**config.mk**
```make
export PLATFORM = sky130hd
export DESIGN_NAME = prio_intc
export DESIGN_NICKNAME = d
export VERILOG_FILES = /design/src/rtl/prio_intc.sv
export SDC_FILE = /design/constraint.sdc
export NUM_CORES = 1
export LEC_CHECK = 0
export CAP_MARGIN = 25
export CORE_ASPECT_RATIO = 1.5
export CORE_MARGIN = 2
export CORE_UTILIZATION = 55
export DETAILED_ROUTE_END_ITERATION = 8
export PLACE_DENSITY = 0.91
export SETUP_SLACK_MARGIN = 0.02
export SYNTH_ARGS = -nofsm -noshare
export SYNTH_HDL_FRONTEND = slang
export SYNTH_SLANG_ARGS = --single-unit
```
**constraint.sdc**
```tcl
create_clock -name clk -period 3.95 [get_ports clk]
set_input_delay 0.79 -clock clk [delete_from_list [all_inputs] [get_ports clk]]
set_output_delay 0.79 -clock clk [all_outputs]
set_load 0.01 [all_outputs]
```
**src/rtl/prio_intc.sv**
```systemverilog
module prio_intc (
  input  logic       clk,
  input  logic       rst_n,
  input  logic       wr_en,
  input  logic [1:0] addr,
  input  logic [7:0] wdata,
  output logic [7:0] rdata,
  input  logic [7:0] irq_in,
  output logic       int_out,
  input  logic       inta,
  output logic       vec_valid,
  output logic [7:0] vec_out,
  output logic [7:0] cascade_cfg
);

  typedef enum logic [2:0] {ST_OFF, ST_BASE, ST_CASC, ST_MODE, ST_RUN} init_st_t;

  init_st_t   st;
  logic [7:0] mask_q, isr_q, edge_q, prev_q, trig_q;
  logic [4:0] base_q;
  logic       aeoi_q, need_mode_q, sel_isr_q;

  logic [7:0] irr, pend, allowed, elig, isr_n, edge_n;
  logic [2:0] win;
  logic       has_win, ready, even_wr, odd_wr, init_cmd, ack, eoi_cmd;

  assign ready    = (st == ST_RUN);
  assign even_wr  = wr_en && addr == 2'd0;
  assign odd_wr   = wr_en && addr == 2'd1;
  assign init_cmd = even_wr && wdata[4];
  assign eoi_cmd  = even_wr && !wdata[4] && wdata[7:3] == 5'b01100;
  assign ack      = inta && ready;

  assign irr  = (trig_q & irq_in) | (~trig_q & edge_q);
  assign pend = irr & ~mask_q;

  always_comb begin
    allowed[0] = 1'b1;
    for (int i = 1; i < 8; i++) allowed[i] = allowed[i-1] & ~isr_q[i-1];
    allowed = allowed & ~isr_q;
  end

  assign elig = pend & allowed;

  always_comb begin
    has_win = 1'b0;
    win     = 3'd7;
    for (int i = 7; i >= 0; i--) begin
      if (elig[i]) begin
        has_win = 1'b1;
        win     = 3'(i);
      end
    end
  end

  assign int_out = ready && (|elig);

  always_comb begin
    isr_n = isr_q;
    if (eoi_cmd) isr_n[wdata[2:0]] = 1'b0;
    if (ack && has_win && !aeoi_q) isr_n[win] = 1'b1;
    if (init_cmd) isr_n = 8'h00;
  end

  always_comb begin
    edge_n = (edge_q | (irq_in & ~prev_q)) & irq_in;
    if (ack && has_win) edge_n[win] = 1'b0;
  end

  always_comb begin
    case (addr)
      2'd0:    rdata = sel_isr_q ? isr_q : irr;
      2'd1:    rdata = mask_q;
      2'd2:    rdata = trig_q;
      default: rdata = 8'h00;
    endcase
  end

  always_ff @(posedge clk) begin
    if (!rst_n) begin
      st          <= ST_OFF;
      mask_q      <= 8'hFF;
      isr_q       <= 8'h00;
      edge_q      <= 8'h00;
      prev_q      <= 8'h00;
      trig_q      <= 8'h00;
      base_q      <= 5'd0;
      aeoi_q      <= 1'b0;
      need_mode_q <= 1'b0;
      sel_isr_q   <= 1'b0;
      cascade_cfg <= 8'h00;
      vec_valid   <= 1'b0;
      vec_out     <= 8'h00;
    end else begin
      isr_q     <= isr_n;
      edge_q    <= edge_n;
      prev_q    <= irq_in;
      vec_valid <= ack;
      if (ack) vec_out <= {base_q, has_win ? win : 3'd7};
      if (wr_en && addr == 2'd2) trig_q <= wdata;
      if (init_cmd) begin
        st          <= ST_BASE;
        mask_q      <= 8'hFF;
        sel_isr_q   <= 1'b0;
        aeoi_q      <= 1'b0;
        need_mode_q <= wdata[0];
      end else if (even_wr) begin
        if (wdata == 8'h0A) sel_isr_q <= 1'b0;
        if (wdata == 8'h0B) sel_isr_q <= 1'b1;
      end
      if (odd_wr) begin
        case (st)
          ST_BASE: begin base_q <= wdata[7:3]; st <= ST_CASC; end
          ST_CASC: begin cascade_cfg <= wdata; st <= need_mode_q ? ST_MODE : ST_RUN; end
          ST_MODE: begin aeoi_q <= wdata[1]; st <= ST_RUN; end
          ST_RUN:  mask_q <= wdata;
          default: ;
        endcase
      end
    end
  end

  a_r2_init_clears: assert property (@(posedge clk) disable iff (!rst_n)
    init_cmd |=> (mask_q == 8'hFF && isr_q == 8'h00 && !int_out));

  a_r5_int_needs_pending: assert property (@(posedge clk) disable iff (!rst_n)
    int_out |-> (ready && (|(irr & ~mask_q))));

  a_r6_vec_follows_ack: assert property (@(posedge clk) disable iff (!rst_n)
    ack |=> vec_valid);

  a_r8_aeoi_no_set: assert property (@(posedge clk) disable iff (!rst_n)
    (aeoi_q && !init_cmd) |=> ((isr_q & ~$past(isr_q)) == 8'h00));

  a_r10_spurious_seven: assert property (@(posedge clk) disable iff (!rst_n)
    (ack && !(|elig)) |=> (vec_out[2:0] == 3'd7));

endmodule

```
# == After elaboration in Yosys (flattened, before gate mapping) ==
# Index checks and enable logic that the tools add are counted.
# op_classes
n_eq_ne,9
bitwise_logic,32
n_lt_le_gt_ge,4
reduce_logical,21
mux,37
# op_table
op,count
$and 8x8->8,9
$mux 8,7
$not 8->8,6
$mux 3,10
$or 8x8->8,3
$pmux 8 s3,1
$eq 8x4->1 const B,2
$mux 1,16
$logic_and 1x1->1,12
$pmux 3 s3,1
$lt 3x4->1 const B,2
$not 1->1,8
$reduce_or 8->1,1
$and 1x1->1,6
$demux 1 s3,2
$eq 3x2->1 const B,2
$ge 3x1->1 const B,2
$reduce_and 2->1,3
$eq 5x4->1 const B,1
$eq 3x1->1 const B,1
$eq 3x3->1 const B,1
$eq 2x1->1 const B,1
$eq 2x2->1 const B,1
$logic_not 1->1,2
3 further kinds,3
# word_totals
output_inout_bits,26
input_bits,22
word_cells,116
ff_bits,68

# == Longest topological paths before layout ==
# depth
word_depth,23
ltp_mapped,9
depth_no_buf,6

# == Worst setup path after synthesis ==
# OpenSTA, ideal clock, no wires.
# synth_timing
path_kind,input port to output port
from,input port irq_in[2]
to,output port int_out
arrival_time_ns,1.778
path_buffers,0
path_stages,4
path_slack_ns,1.382
path_cell_list,mux2i_1 > nor4_1 > nor4_2 > a31oi_1
# synth_via
elab_chain_len,6
# synth_rtl
item,line,text
start: declaration,8,"input logic [7:0] irq_in,"
$and 8x8->8,34,assign irr = (trig_q & irq_in) | (~trig_q & edge_q);
$or 8x8->8,34,
$and 8x8->8,35,assign pend = irr & ~mask_q;
$and 8x8->8,43,assign elig = pend & allowed;
$reduce_or 8->1,56,assign int_out = ready && (|elig);
$logic_and 1x1->1,56,
end: declaration,9,"output logic int_out,"
# No other way between the ends.

# == Final worst setup path ==
# layout_timing
from,input port irq_in[5]
to,output port int_out
# The elaborated chain is that of the path after synthesis.

==> metrics.md <==
| Metric | Value |
|---|---|
| Post-CTS sizing | `0` |
| Async set-or-reset flop fraction in the synthesized netlist | `0%` |
| Setup crit end kind | `output pin` |
| Io pins | `48` |
| Syn Nets | `approximately 390` |
| Detail Placement HPWL | `about 5.7 mm` |
| Simple-Gate Fraction of Synth Area | `25.7%` |
| Drt total wl | `8.13 mm` |
| Switching share of power | `about a quarter` |
| Kind of critical path | `primary input to output pin` |
| Largest net degree at the start of global routing | `24` |
| Tmin final | `3.63 ns` |
| Grt total ovfl | `0` |
| Synth Instances | `370` |
| Worst endpoint required time | `~3.2 ns` |
| Final GP Congestion | `0.987` |
| Peak VDD IR | `0.318 mV` |
| Die Area | `approximately 6400 um^2` |
| Initial Util | `between 50% and 60%` |
| Root buf cell | `clkbuf_8` |
| Synth top area cells | `dfxtp_1, mux2i_1, nand2_1` |
| Comb pwr share | `between 8 and 9%` |
| Antenna violations before repair | `0` |
| RR Startpoint | `isr_q[0]$_SDFF_PP0_` |
| CP Data Arrival Time | `2.84 ns` |
| Leading area contributor after synthesis | `dfxtp_1` |
| R2r worst-path depth | `6` |
| Clock share of power | `41.2%` |
| Vias in the first global route | `2868` |
| Least-Margin Pin Slew | `a little under 0.9 ns` |
| R2R setup slack | `~1.5 ns` |
| Vias per std cell | `5.94` |
| Hold crit path type | `flop to flop` |
| Hold Path Stages | `2` |
| RSZ-0062 raised after global routing | `no` |
| Final setup vio count | `0` |
| Clk buf depth | `2` |
| Period utilization | `91.8%` |
| Hold Startpoint | `vec_out[2]$_SDFFE_PN0P_` |
| Synth Area in Adders | `0%` |
| Die X | `about 66 um` |
| Fmax | `276 MHz` |
| EDFF count, synth | `0` |
| Area grow syn2layout | `23.9%` |
| TritonCTS Buffers | `9` |
| Global-route wire length before repair | `13.5 mm` |
| Xor/xnor cell area share of the yosys netlist | `0%` |
| Leak | `approximately 1.5 nW` |
| Pwr dens | `361 nW/um^2` |
| Share of cells above drive strength 1 | `under 10%` |
| Max Cap Viol | `0` |
| Via count | `2936` |
| Crit path launch type | `primary input` |
| Clock-pin slew on the worst setup and hold paths | `approximately 0.07 ns` |
| Syn. warnings | `0` |
| CTS H-Tree Depth | `3` |
| CP max FO | `6` |
| CTS tree | `built` |
| #FFs+latches synth | `68` |
| Mean Syn Cell Area | `8.54 um^2` |
| ANT nets after route | `0` |
| ANT cells | `0` |
| Worst hold endpoint | `vec_out[2]$_SDFFE_PN0P_` |
| Number of remaining DRC errors | `0` |
| Initial DRC Count | `roughly 240` |
| Worst rel slew slack | `a little over two fifths` |
| Final net count | `441` |
| Drt wl/cell | `16.5 um` |
| Clk_skew | `roughly 0.007 ns` |
| Reg power frac | `50.1%` |
| Status | `finished clean` |
| Synth Area in Compound Gates | `~18%` |
| CTS hold repair buffers | `0` |
| Clock Latency Late Sink | `around 0.35 ns` |
| Register area share after synthesis | `43.1%` |
| Internal power | `around 0.0011 W` |
| Post-Syn Area | `3160 um^2` |
| Final hold vios | `0` |
| Total GRT Usage | `27.4%` |
| Core Area | `~5500 um^2` |
| Net switching power | `between 0.0003 and 0.0004 W` |
| Mux contribution to synthesized area | `a little under a tenth` |
| Die Ht | `96.8 um` |
| Slew Viols, Final | `0` |
| FP Rows | `33` |
| Number of I/O port buffers | `47` |
| RR Endpoint | `isr_q[7]$_SDFF_PP0_` |
| Dominant synthesized flop cell | `dfxtp_1` |
| Util after Layout | `71.3%` |
| First-pass DRT Iterations | `5` |
| Largest family of logic cells by synthesized area | `simple AND/OR/NAND/NOR gates` |
| CTS Sinks | `around 70` |
| Fin Setup TNS | `0 ns` |
| Yosys cell types | `46` |
| Yosys top cell area share | `43.1%` |
| Post-CTS Setup Repair Bufs | `0` |
[layout by cell type (no fill, tap or decap), drive strengths merged, types with 3 or more instances in the layout]
cell type	Yosys	routed
nor3	5	5
a21boi	9	9
a21oi	19	19
clkbuf	17	10
o311ai	3	3
buf	0	8
mux2i	28	28
nor2	20	20
and2	14	14
nor2b	24	24
o21bai	6	6
nand2b	8	8
o22ai	9	9
nand2	45	45
o21ai	26	26
clkdlybuf4s50	0	47
inv	16	16
nand3	8	8
dfxtp	68	68
nor3b	7	7
clkinv	0	3
nand3b	3	3
nor4	4	4
[power by group through the flow]
stage	Clock (W)	Sequential (W)	Combinational, W
after floorplan	0	0.000720	0.0000641
after global placement	0	0.000722	0.000119
after detailed placement	0	0.000723	0.000121
after CTS	0.000587	0.000708	0.000123
after global routing	0.000616	0.000709	0.000135
final	0.000582	0.000708	0.000124
[Yosys cell counts (all sizes together), types with 2 or more instances]
library cell	instances
o21bai	6
a21boi	9
o22ai	9
and3b	2
and2	14
nor3b	7
or2	2
a31oi	2
a22oi	2
nor3	5
mux2i	28
nand2b	8
clkbuf	17
and3	2
nor2b	24
nand3	8
inv	16
nor2	20
or4	2
nand3b	3
a32o	2
mux2	2
o211ai	2
nand2	45
nor4	4
o21ai	26
a21oi	19
o311ai	3
dfxtp	68
[per-stage QoR]
| stage | instances | total power, W | instance area, um^2 | setup slack [ns] | hold slack [ns] |
|---|---|---|---|---|---|
| floorplan | 370 | 0.000784 | 3160 | 1.38 | 0.441 |
| global placement | 478 | 0.000841 | 3710 | 0.387 | 0.453 |
| detailed placement | 478 | 0.000845 | 3710 | 0.334 | 0.458 |
| CTS | 494 | 0.00142 | 3920 | 0.339 | 0.468 |
| global route | 494 | 0.00146 | 3920 | 0.275 | 0.490 |
| finish | 494 | 0.00141 | 3920 | 0.323 | 0.464 |
[critical path: stages]
cell and delay, ns:
clkdlybuf4s50_1 0.51, mux2i_1 0.11, or3_2 0.42, a21o_2 0.26, a31oi_1 0.19, clkdlybuf4s50_1 0.56
[worst max-delay path by stage]
| stage | startpoint | endpoint | slack (ns) | cells after the start |
|---|---|---|---|---|
| after global placement | irq_in[5] | int_out | 0.39 | 6 |
| after CTS | irq_in[5] | int_out | 0.34 | 6 |
| final | irq_in[5] | int_out | 0.32 | 6 |
| after floorplan | irq_in[2] | int_out | 1.38 | 4 |
| after global routing | irq_in[0] | int_out | 0.28 | 7 |
| after detailed placement | irq_in[5] | int_out | 0.33 | 6 |
[registers in the layout, indices dropped and copies added (netlist names)]
| register | count |
|---|---|
| vec_out | 8 |
| trig_q | 8 |
| isr_q | 8 |
| edge_q | 8 |
| st | 3 |
| mask_q | 8 |
| prev_q | 8 |
| vec_valid | 1 |
| sel_isr_q | 1 |
| need_mode_q | 1 |
| cascade_cfg | 8 |
| aeoi_q | 1 |
| base_q | 5 |
[layout make-up]
| class | instances | area, um^2 |
|---|---|---|
| sequential | 68 | 1360 |
| clock buffer | 10 | 138 |
| multi-input combinational | 269 | 1680 |
| fill | 398 | 1580 |
| inverter | 16 | 60.1 |
| clock inverter | 6 | 63.8 |
| timing repair buffer | 55 | 531 |
| tap | 70 | 87.6 |
[cells by family (layout without fill, tap and decap cells)]
kind of cell,Yosys count,after routing
AND/OR/NAND/NOR,150,150
AO/OA/AOI/OAI,89,89
flip-flops,68,68
buffers and inverters,33,87
multiplexers,30,30
[routing by layer]
metal,vias to the layer above,share of wire (%),global-route usage [%]
li1,1394,-,-
met1,1363,39,32.7
met2,138,50,43.4
met3,41,6.0,6.86
met4,0,4.7,16.0
met5,-,0,0
No activity file was read; power rests on OpenSTA's default activity.
